### src/rtl/pwrseq_pkg.sv
package pwrseq_pkg;

  typedef enum logic [2:0] {
    ACT_PWR,
    ACT_ACK,
    ACT_RST,
    ACT_ISO,
    ACT_CLK
  } act_e;

  typedef enum logic [1:0] {
    E_IDLE,
    E_ACT,
    E_SETTLE,
    E_ACK
  } eng_e;

  localparam int unsigned NSTEP = 5;

  localparam logic [7:0] OFS_CLK = 8'h18;
  localparam logic [7:0] OFS_ISO = 8'h1C;
  localparam logic [7:0] OFS_RST = 8'h20;
  localparam logic [7:0] OFS_PWR = 8'h24;
  localparam logic [7:0] OFS_ACK = 8'h28;
  localparam logic [7:0] OFS_TMO = 8'h2C;

  // Step table: rising sequence and its mirror for falling
  function automatic act_e step_act(input logic up, input logic [2:0] idx);
    act_e a;
    if (up) begin
      case (idx)
        3'd0:    a = ACT_PWR;
        3'd1:    a = ACT_ACK;
        3'd2:    a = ACT_RST;
        3'd3:    a = ACT_ISO;
        default: a = ACT_CLK;
      endcase
    end else begin
      case (idx)
        3'd0:    a = ACT_CLK;
        3'd1:    a = ACT_ISO;
        3'd2:    a = ACT_RST;
        3'd3:    a = ACT_PWR;
        default: a = ACT_ACK;
      endcase
    end
    return a;
  endfunction

endpackage

### src/rtl/pwrseq_tick.sv
module pwrseq_tick #(
  parameter int DIV = 100
) (
  input  logic clk,
  input  logic rst_n,
  input  logic restart,
  output logic tick
);
  localparam int CW = (DIV > 1) ? $clog2(DIV) : 1;

  logic [CW-1:0] cnt;

  assign tick = (cnt == CW'(DIV - 1));

  always_ff @(posedge clk or negedge rst_n) begin
    if (!rst_n)                cnt <= '0;
    else if (restart || tick)  cnt <= '0;
    else                       cnt <= cnt + 1'b1;
  end
endmodule

### src/rtl/pwrseq_sync.sv
module pwrseq_sync #(
  parameter int W = 12
) (
  input  logic         clk,
  input  logic         rst_n,
  input  logic [W-1:0] d,
  output logic [W-1:0] q
);
  for (genvar i = 0; i < W; i++) begin : g_bit
    logic s1, s2;
    always_ff @(posedge clk or negedge rst_n) begin
      if (!rst_n) begin
        s1 <= 1'b0;
        s2 <= 1'b0;
      end else begin
        s1 <= d[i];
        s2 <= s1;
      end
    end
    assign q[i] = s2;
  end
endmodule

### src/rtl/pwrseq_engine.sv
module pwrseq_engine
  import pwrseq_pkg::*;
#(
  parameter int NDOM      = 12,
  parameter int SETTLE_US = 5,
  parameter int ACK_POLLS = 1000,
  localparam int DOM_W    = $clog2(NDOM)
) (
  input  logic             clk,
  input  logic             rst_n,
  input  logic             tick,
  input  logic [NDOM-1:0]  pend,
  input  logic [NDOM-1:0]  want_on,
  input  logic [NDOM-1:0]  ack_s,
  input  logic [NDOM-1:0]  st_clk,
  input  logic [NDOM-1:0]  st_iso,
  input  logic [NDOM-1:0]  st_rst,
  input  logic [NDOM-1:0]  st_pwr,
  output logic             take_valid,
  output logic [DOM_W-1:0] take_dom,
  output logic             op_valid,
  output act_e             op_kind,
  output logic [DOM_W-1:0] op_dom,
  output logic             op_bit,
  output logic             tick_restart,
  output logic             busy,
  output logic             evt_valid,
  output logic [DOM_W-1:0] evt_dom,
  output logic             evt_err
);
  localparam int WCW = $clog2(SETTLE_US + 1);
  localparam int PCW = $clog2(ACK_POLLS + 1);

  eng_e             state;
  logic [DOM_W-1:0] dom;
  logic             up;
  logic [2:0]       step;
  logic [WCW-1:0]   wcnt;
  logic [PCW-1:0]   pcnt;
  logic [DOM_W-1:0] low;
  logic             low_on, low_off, last_step;
  act_e             cur;

  // Lowest pending domain wins
  always_comb begin
    low = '0;
    for (int i = NDOM - 1; i >= 0; i--)
      if (pend[i]) low = DOM_W'(i);
  end

  assign low_on  = st_clk[low] & st_rst[low] & ~st_iso[low] & st_pwr[low];
  assign low_off = ~st_clk[low] & ~st_rst[low] & st_iso[low] & ~st_pwr[low];

  assign cur          = step_act(up, step);
  assign last_step    = (step == 3'(NSTEP - 1));
  assign take_valid   = (state == E_IDLE) && (|pend);
  assign take_dom     = low;
  assign op_valid     = (state == E_ACT) && (cur != ACT_ACK);
  assign op_kind      = cur;
  assign op_dom       = dom;
  assign op_bit       = (cur == ACT_ISO) ? ~up : up;
  assign tick_restart = (state == E_ACT);
  assign busy         = (state != E_IDLE);

  always_ff @(posedge clk or negedge rst_n) begin
    if (!rst_n) begin
      state     <= E_IDLE;
      dom       <= '0;
      up        <= 1'b0;
      step      <= '0;
      wcnt      <= '0;
      pcnt      <= '0;
      evt_valid <= 1'b0;
      evt_dom   <= '0;
      evt_err   <= 1'b0;
    end else begin
      evt_valid <= 1'b0;
      case (state)
        E_IDLE: if (|pend) begin
          dom <= low;
          up  <= want_on[low];
          if (want_on[low] ? low_on : low_off) begin
            evt_valid <= 1'b1;
            evt_dom   <= low;
            evt_err   <= 1'b0;
          end else begin
            step  <= '0;
            state <= E_ACT;
          end
        end
        E_ACT: begin
          if (cur == ACT_ACK) begin
            pcnt  <= '0;
            state <= E_ACK;
          end else if (cur == ACT_PWR) begin
            step <= step + 3'd1;
          end else begin
            wcnt  <= '0;
            state <= E_SETTLE;
          end
        end
        E_SETTLE: if (tick) begin
          if (wcnt == WCW'(SETTLE_US - 1)) begin
            if (last_step) begin
              evt_valid <= 1'b1;
              evt_dom   <= dom;
              evt_err   <= 1'b0;
              state     <= E_IDLE;
            end else begin
              step  <= step + 3'd1;
              state <= E_ACT;
            end
          end else begin
            wcnt <= wcnt + 1'b1;
          end
        end
        default: if (tick) begin
          if (ack_s[dom] == up) begin
            if (last_step) begin
              evt_valid <= 1'b1;
              evt_dom   <= dom;
              evt_err   <= 1'b0;
              state     <= E_IDLE;
            end else begin
              step  <= step + 3'd1;
              state <= E_ACT;
            end
          end else if (pcnt == PCW'(ACK_POLLS - 1)) begin
            evt_valid <= 1'b1;
            evt_dom   <= dom;
            evt_err   <= 1'b1;
            state     <= E_IDLE;
          end else begin
            pcnt <= pcnt + 1'b1;
          end
        end
      endcase
    end
  end
endmodule

### src/rtl/pwrseq_ctrl.sv
module pwrseq_ctrl
  import pwrseq_pkg::*;
#(
  parameter int            NDOM      = 12,
  parameter int            TICK_DIV  = 100,
  parameter int            SETTLE_US = 5,
  parameter int            ACK_POLLS = 1000,
  parameter logic [NDOM-1:0] PWR_INV = '0,
  parameter int            ADDR_W    = 8,
  localparam int           DOM_W     = $clog2(NDOM)
) (
  input  logic              clk,
  input  logic              rst_n,
  input  logic [NDOM-1:0]   req_go,
  input  logic [NDOM-1:0]   req_on,
  input  logic [NDOM-1:0]   ack_raw,
  input  logic [ADDR_W-1:0] bus_addr,
  input  logic              bus_we,
  input  logic [NDOM-1:0]   bus_wdata,
  output logic [NDOM-1:0]   bus_rdata,
  output logic [NDOM-1:0]   dom_pwr,
  output logic [NDOM-1:0]   dom_rst_rel,
  output logic [NDOM-1:0]   dom_iso,
  output logic [NDOM-1:0]   dom_clk_en,
  output logic              busy,
  output logic              evt_valid,
  output logic [DOM_W-1:0]  evt_dom,
  output logic              evt_err
);
  logic [NDOM-1:0]  clk_q, iso_q, rst_q, pwr_q, pwr_act;
  logic [NDOM-1:0]  pend_q, want_q, tmo_q, ack_s;
  logic             tick, tick_restart;
  logic             take_valid, op_valid, op_bit;
  logic [DOM_W-1:0] take_dom, op_dom;
  act_e             op_kind;
  logic             wr_tmo;

  assign pwr_act = pwr_q ^ PWR_INV;
  assign wr_tmo  = bus_we && (bus_addr == ADDR_W'(OFS_TMO));

  pwrseq_tick #(.DIV(TICK_DIV)) u_tick (
    .clk(clk), .rst_n(rst_n), .restart(tick_restart), .tick(tick)
  );

  pwrseq_sync #(.W(NDOM)) u_sync (
    .clk(clk), .rst_n(rst_n), .d(ack_raw), .q(ack_s)
  );

  pwrseq_engine #(.NDOM(NDOM), .SETTLE_US(SETTLE_US), .ACK_POLLS(ACK_POLLS)) u_eng (
    .clk(clk), .rst_n(rst_n), .tick(tick),
    .pend(pend_q), .want_on(want_q), .ack_s(ack_s),
    .st_clk(clk_q), .st_iso(iso_q), .st_rst(rst_q), .st_pwr(pwr_act),
    .take_valid(take_valid), .take_dom(take_dom),
    .op_valid(op_valid), .op_kind(op_kind), .op_dom(op_dom), .op_bit(op_bit),
    .tick_restart(tick_restart), .busy(busy),
    .evt_valid(evt_valid), .evt_dom(evt_dom), .evt_err(evt_err)
  );

  for (genvar d = 0; d < NDOM; d++) begin : g_dom
    logic hit;
    assign hit = op_valid && (op_dom == DOM_W'(d));

    always_ff @(posedge clk or negedge rst_n) begin
      if (!rst_n) begin
        clk_q[d] <= 1'b0;
        iso_q[d] <= 1'b1;
        rst_q[d] <= 1'b0;
        pwr_q[d] <= PWR_INV[d];
      end else if (hit) begin
        case (op_kind)
          ACT_CLK: clk_q[d] <= op_bit;
          ACT_ISO: iso_q[d] <= op_bit;
          ACT_RST: rst_q[d] <= op_bit;
          ACT_PWR: pwr_q[d] <= op_bit ^ PWR_INV[d];
          default: ;
        endcase
      end
    end

    always_ff @(posedge clk or negedge rst_n) begin
      if (!rst_n) begin
        pend_q[d] <= 1'b0;
        want_q[d] <= 1'b0;
      end else if (req_go[d]) begin
        pend_q[d] <= 1'b1;
        want_q[d] <= req_on[d];
      end else if (take_valid && take_dom == DOM_W'(d)) begin
        pend_q[d] <= 1'b0;
      end
    end

    always_ff @(posedge clk or negedge rst_n) begin
      if (!rst_n)                                              tmo_q[d] <= 1'b0;
      else if (evt_valid && evt_err && evt_dom == DOM_W'(d))   tmo_q[d] <= 1'b1;
      else if (wr_tmo && bus_wdata[d])                         tmo_q[d] <= 1'b0;
    end

    // Clock only runs on a powered, released, unclamped domain
    assert_clk_gate_R3: assert property (@(posedge clk) disable iff (!rst_n)
      clk_q[d] |-> (rst_q[d] && !iso_q[d] && pwr_act[d]));

    // Clamp removed only after reset release; release only while powered
    assert_rst_iso_gate_R4: assert property (@(posedge clk) disable iff (!rst_n)
      (!iso_q[d] |-> rst_q[d]) and (rst_q[d] |-> pwr_act[d]));

    // A timeout flag rises only after an error event for that domain
    assert_tmo_source_R7: assert property (@(posedge clk) disable iff (!rst_n)
      $rose(tmo_q[d]) |-> $past(evt_valid && evt_err && evt_dom == DOM_W'(d)));
  end

  // One control pin moves per cycle across the whole block
  assert_one_change_R3: assert property (@(posedge clk) disable iff (!rst_n)
    $countones({clk_q, iso_q, rst_q, pwr_q} ^ $past({clk_q, iso_q, rst_q, pwr_q})) <= 1);

  always_comb begin
    if      (bus_addr == ADDR_W'(OFS_CLK)) bus_rdata = clk_q;
    else if (bus_addr == ADDR_W'(OFS_ISO)) bus_rdata = iso_q;
    else if (bus_addr == ADDR_W'(OFS_RST)) bus_rdata = rst_q;
    else if (bus_addr == ADDR_W'(OFS_PWR)) bus_rdata = pwr_q;
    else if (bus_addr == ADDR_W'(OFS_ACK)) bus_rdata = ack_s;
    else if (bus_addr == ADDR_W'(OFS_TMO)) bus_rdata = tmo_q;
    else                                   bus_rdata = '0;
  end

  assign dom_pwr     = pwr_q;
  assign dom_rst_rel = rst_q;
  assign dom_iso     = iso_q;
  assign dom_clk_en  = clk_q;
endmodule

### config.mk
export PLATFORM = sky130hd
export DESIGN_NAME = pwrseq_ctrl
export DESIGN_NICKNAME = d
export VERILOG_FILES = /design/src/rtl/pwrseq_pkg.sv /design/src/rtl/pwrseq_tick.sv /design/src/rtl/pwrseq_sync.sv /design/src/rtl/pwrseq_engine.sv /design/src/rtl/pwrseq_ctrl.sv
export SDC_FILE = /design/constraint.sdc
export NUM_CORES = 1
export LEC_CHECK = 0
export BUFFER_PORTS_ARGS = -buffer_cell sky130_fd_sc_hd__buf_2
export CAP_MARGIN = 20
export CORE_UTILIZATION = 57
export DETAILED_ROUTE_END_ITERATION = 16
export MAX_ROUTING_LAYER = met4
export PLACE_DENSITY = 0.77
export SYNTH_ARGS = -nofsm -noshare
export SYNTH_HDL_FRONTEND = slang
export SYNTH_SLANG_ARGS = --single-unit
export TNS_END_PERCENT = 20
### constraint.sdc
create_clock -name clk -period 3.5 [get_ports clk]
set_input_delay 0.525 -clock clk [delete_from_list [all_inputs] [get_ports clk]]
set_output_delay 0.525 -clock clk [all_outputs]
set_load 0.02 [all_outputs]
Word-level counts from Yosys, hierarchy flattened. Index checks and enable logic that the tools add are counted. Widths: inputs -> output; s select.

Register bits after elaboration: 144. Bits of input ports: 59. Output and inout bits: 67. Logic and storage cells: 493.

$add $sub $neg: 4. Order comparisons: 2. Equality and inequality tests: 67. Multiplexer cells: 142. Bitwise logic cells: 13. Reductions and logical operators: 147.

Operators with widths (number): $reduce_and 2->1 (49); $mux 4 (20); $mux 1 (73); $mux 12 (6); $reduce_bool 2->1 (28); $logic_and 1x1->1 (52); $eq 4x3->1 const B (12); $eq 4x4->1 const B (12); $mux 3 (14); $mux 10 (4); $eq 8x6->1 const B (4); $bmux 1 s4 (6); $eq 4x2->1 const B (6); $pmux 3 s4 (2); $pmux 10 s2 (1); $mux 2 (9); $ne 2x2->1 const B (9); $eq 8x5->1 const B (2); $reduce_and 7->1 (2); $eq 3x2->1 const B (4); $eq 4x1->1 const B (3); $logic_not 4->1 (3); $pmux 4 s3 (1); $reduce_or 12->1 (1); other kinds (30) (52).

Depth between registers and ports, before layout.
Word-level depth: 22. Mapped depth: 13. Mapped depth without buffers: 12.

By module. Synthesis repeated with hierarchy kept, for this count alone.

Cell total of the unflattened synthesis: 828. Area total of the unflattened synthesis: 8170.3 µm².

Modules (own cells, without submodules): pwrseq_ctrl (times used 1, cells each 402, area an instance 4371.7 µm², sequential area each 2117.0 µm²); pwrseq_engine (times used 1, cells each 359, area an instance 2780.2 µm², sequential area each 725.7 µm²); pwrseq_sync (times used 1, cells each 36, area an instance 690.7 µm², sequential area each 600.6 µm²); pwrseq_tick (times used 1, cells each 31, area an instance 327.8 µm², sequential area each 175.2 µm²).

Worst setup path after synthesis. OpenSTA, ideal clock, no wires.

Kind: reg2reg. Start point: register pend_q[10]. End point: register u_eng.evt_dom[2]. Library setup time: 0.128 ns. Arrival time: 2.831 ns. Data required time: 3.372 ns. Setup slack: 0.541 ns. Cell stages (with the launch flop): 11. Buffers on the path: 0. Period minus slack after synthesis: 2.959 ns. Cells stage by stage: dfrtp_1 nand2b_1 a221o_1 a21oi_4 or3_1 a31oi_1 or4_4 nor3_2 o2bb2a_4 o21ai_4 mux2_1.

Cells in the longest elaborated chain, start to end: 20. Elaborated cells on any way between the ends: 39. Those cells by class: eq/ne (2); mux (25); bitwise (10); reduce/logical (2).

Ends and longest elaborated chain: start, declared (line pwrseq_ctrl.sv:31) `logic [NDOM-1:0] pend_q, want_q, tmo_q, ack_s;`; start signal, assigned by index (line pwrseq_ctrl.sv:82) `pend_q[d] <= 1'b0;`; start signal, assigned by index (line pwrseq_ctrl.sv:85) `pend_q[d] <= 1'b1;`; start signal, assigned by index (line pwrseq_ctrl.sv:88) `pend_q[d] <= 1'b0;`; $mux 4 (11 in a row) (line pwrseq_engine.sv:48) `if (pend[i]) low = DOM_W'(i);`; $bmux 1 s4 (line pwrseq_engine.sv:51, pwrseq_engine.sv:52); $mux 1 (implied by the code) (line pwrseq_engine.sv:51, pwrseq_engine.sv:52); $not 1->1 (line pwrseq_engine.sv:52) `assign low_off = ~st_clk[low] & ~st_rst[low] & st_iso[low] & ~st_pwr[low];`; $and 1x1->1 (3 in a row) (line pwrseq_engine.sv:52); $mux 1 (line pwrseq_engine.sv:82) `if (want_on[low] ? low_on : low_off) begin`; $ne 2x2->1 (no source line); $reduce_and 7->1 (no source line); end signal, assigned (line pwrseq_engine.sv:84) `evt_dom <= low;`; end signal, assigned (line pwrseq_engine.sv:106) `evt_dom <= dom;`; end signal, assigned (line pwrseq_engine.sv:121) `evt_dom <= dom;`; end, declared (line pwrseq_engine.sv:28) `output logic [DOM_W-1:0] evt_dom,`.

Parallel ways exist; a longest one is shown, timed or not. The select of a mux whose other input is x is not followed. A chain may end at the register's enable or synchronous reset.

Worst setup path after layout.
Start point: register pend_q[8]. End point: register u_eng.evt_dom[2].

Cells in the longest elaborated chain, start to end: 18. Elaborated cells on any way between the ends: 37. Those cells by class: eq/ne (2); mux (23); bitwise (10); reduce/logical (2).

Ends and longest elaborated chain (line): $mux 4 (9 in a row) (pwrseq_engine.sv:48); $bmux 1 s4 (pwrseq_engine.sv:51, pwrseq_engine.sv:52); $mux 1 (implied by the code) (pwrseq_engine.sv:51, pwrseq_engine.sv:52); $not 1->1 (pwrseq_engine.sv:52); $and 1x1->1 (3 in a row) (pwrseq_engine.sv:52); $mux 1 (pwrseq_engine.sv:82); $ne 2x2->1 (no source line); $reduce_and 7->1 (no source line).

Parallel ways exist; a longest one is shown, timed or not. The select of a mux whose other input is x is not followed.

==> impl_metrics.json <==
{
  "finalWeightedCongestion": 0.986,
  "synth_nets": 839,
  "postCtsHoldBufs": 0,
  "power.leakage_uw": 0.00414,
  "vias_per_cell": 6.44,
  "postSynthAreaPerCell_um2": 9.81,
  "ant_nets": 0,
  "nFillCells": 976,
  "crit_slowest_cell": "nor4_1",
  "start_util_pct": 59.2,
  "ys.flop_type": "dfrtp_1",
  "outcome": "completed",
  "clock_path_buffers": 2,
  "cts_sinks": 144,
  "htree_levels": 4,
  "insertion_delay_ns": 0.43,
  "crit_chain": "nor4_1 > nand3b_1 > a31oi_1 > a32oi_1 > a31oi_1 > or4_4 > nor3_2 > o2bb2a_4 > o21ai_4 > mux2_1",
  "routedWlPerCell_um": 22.7,
  "route.detailed.drc": 0,
  "rsz0062_at_grt": "no",
  "syn-cell-area_um2": 7560,
  "synth_area_leader_cell": "dfrtp_1",
  "endpoint_kind": "flop",
  "maxCapViolCount": 0,
  "grt_max_degree": 89,
  "final_nets": 979,
  "fp.dieArea_um2": 13700,
  "cts-buffers-inserted": 17,
  "path_clk_slew_ns": 0.06,
  "async_reset_ff_share_pct": 100,
  "cts-root-buf": "clkbuf_16",
  "vias": 7055,
  "p_seq_share_pct": 39.7,
  "synthCells": 771,
  "skew_ns": 0.00655,
  "period_minus_slack_ns": 3.44,
  "dieWidth_um": 117,
  "fin_crit_sh_pct": 98.3,
  "slowest_delay_ns": 0.59,
  "synth-seq-area-share_pct": 47.9,
  "slew-limit-headroom_pct": 41.8,
  "hold_violations": 0,
  "grt_pass1_vias": 6713,
  "swShare_pct": 35.5,
  "grt_overflow_total": 0,
  "combPwrFrac_pct": 25.7,
  "pre_cts_ws_ns": 0.140,
  "drt_iter0_drc": 853,
  "worst_pin_slew_ns": 0.866,
  "path_max_fanout": 8,
  "critPathLaunchType": "flop",
  "internal_power_uw": 3400,
  "grt_pass1_wl_um": 37300,
  "synth.area.top_cells": "dfrtp_1 44%, mux2_2 8.5%, nand2_1 6.3%, dfstp_2 4.2%, nor2_1 3.6%",
  "post-route-util_pct": 71.4,
  "peakVddDrop_mv": 0.461,
  "drt-total-wl_um": 24900,
  "r2r-start": "pend_q[8]",
  "cts_tree": "done",
  "dp_hpwl_um": 18200,
  "power.density_nw_per_um2": 579,
  "max_freq_mhz": 291,
  "cp_top_family": "simple AND/OR/NAND/NOR gates",
  "slew_viol_final": 0,
  "drive_gt1_share_pct": 30.5,
  "r2r_slack_ns": 0.06,
  "ys_types": 68,
  "drt-pass1-iter-count": 6,
  "crit_buf_inv": 0,
  "fin_tns_setup_ns": 0,
  "yosys_warnings": 0,
  "rows": 41,
  "power.share.clock_pct": 34.6,
  "areaGrowthSynthToFinish_pct": 20.7,
  "design.core.area_um2": 12800,
  "antenna_found_initial": 0,
  "portBuffers": 125,
  "synth_top_area_share_pct": 43.7,
  "hp-class": "in -> async",
  "die_h_um": 117,
  "io_pins": 126,
  "synth_edf_count": 0,
  "diodes": 0,
  "cpMostUsedCell": "a31oi_1",
  "worstPathArrival_ns": 3.74,
  "critPathKind": "reg -> reg",
  "synth-seq-cells": 144,
  "power.switching_uw": 1880,
  "setup_slack_ns": 0.0611,
  "worstRegToRegCells": 10,
  "setup_viol": 0,
  "required_ns": 3.80,
  "grt_use_total_pct": 38.9,
  "r2r-end": "u_eng.evt_dom[2]"
}
==> area by class of cell <==
class / instances / area (um2) / share of cell area [%]
multi-input cells: 581 / 3790 / 41.5
clock buffers: 19 / 443 / 4.86
clock inverters: 13 / 150 / 1.65
repair buffers: 156 / 865 / 9.48
flip-flops and latches: 144 / 3620 / 39.7
well taps: 172 / 215 / 2.36
inverters: 11 / 41.3 / 0.453
==> cell families after synthesis <==
| family | share of synthesized area (%) |
|---|---|
| buf+inv | 2.42 |
| flops | 47.9 |
| mux | 11.3 |
| fa+ha+maj | 1.49 |
| xor+xnor | 1.84 |
| simple gates | 19.8 |
| compound gates | 15.3 |
==> how the worst max path moves through the flow <==
stage | start | end | slack, ns | cells after the start
2_1_floorplan | pend_q[10] | u_eng.evt_dom[2] | 0.54 | 10
3_3_place_gp | pend_q[0] | u_eng.evt_dom[2] | 0.12 | 10
3_5_place_dp | pend_q[7] | u_eng.evt_dom[2] | 0.14 | 11
4_1_cts | pend_q[8] | u_eng.evt_dom[2] | 0.09 | 9
5_1_grt | pend_q[8] | u_eng.evt_dom[2] | 0.005 | 10
6_report | pend_q[8] | u_eng.evt_dom[2] | 0.06 | 10
==> power groups by stage <==
stage	clock network [uW]	registers [uW]	logic, uW
floorplan	0	2010	902
global placement	0	2100	1290
detailed placement	0	2110	1320
CTS	1840	2080	1340
global route	1910	2110	1470
finish	1830	2100	1360
==> placed cells by master, fill, tap and decap left out, types with 15 or more instances in the layout <==
cell type / n
dfrtp_1: 132
nand2_1: 127
buf_2: 124
nor2_1: 73
mux2_2: 57
o21ai_0: 35
nand3_1: 31
buf_4: 31
a31oi_1: 17
nor3_1: 17
a21oi_1: 17
clkbuf_16: 17
nand2b_1: 15
==> synth_stat cells, drive strengths merged, types with 14 or more instances <==
cell type and n:
nor3 18, a21oi 20, a31oi 17, o21ai 40
dfrtp 132, nand2 127, a21o 14, nand2b 15
nor2 74, mux2 58, clkbuf 28, nand3 31
==> through the flow <==
| step | std cells | hold slack (ns) | area (um2) | total power [uW] |
|---|---|---|---|---|
| after detailed placement | 1064 | 0.336 | 8520 | 3430 |
| after global routing | 1096 | 0.185 | 9120 | 5490 |
| after floorplan | 771 | 0.229 | 7560 | 2920 |
| after global placement | 1064 | 0.331 | 8520 | 3390 |
| after CTS | 1096 | 0.192 | 9120 | 5260 |
| final | 1096 | 0.143 | 9120 | 5280 |
==> sequential cells by signal, summed over array words and instances (netlist names) <==
signal / flops
u_sync.g_bit.s1: 12
dom_pwr: 12
u_eng.step: 3
u_eng.evt_dom: 4
u_eng.up: 1
dom_iso: 12
u_eng.op_dom: 4
u_eng.evt_valid: 1
u_sync.g_bit.s2: 12
tmo_q: 12
u_eng.state: 2
u_eng.evt_err: 1
u_eng.pcnt: 10
want_q: 12
u_tick.cnt: 7
dom_clk_en: 12
pend_q: 12
u_eng.wcnt: 3
dom_rst_rel: 12
==> repair_timing <==
| action | in CTS | in global routing |
|---|---|---|
| resized for setup | 0 | 4 |
| setup buffers | 0 | 0 |
| endpoints found under the setup margin | 0 | 8 |
==> routing by layer <==
metal	share of wire, %	vias up	GRT usage (%)	routed length [um]
li1	-	3072	-	-
met1	40	3439	47.5	9900
met2	47	447	60.3	11700
met3	9.9	97	11.6	2470
met4	3.6	0	16.4	890
met5	0	-	-	0
No activity file was read; power rests on OpenSTA's default activity.
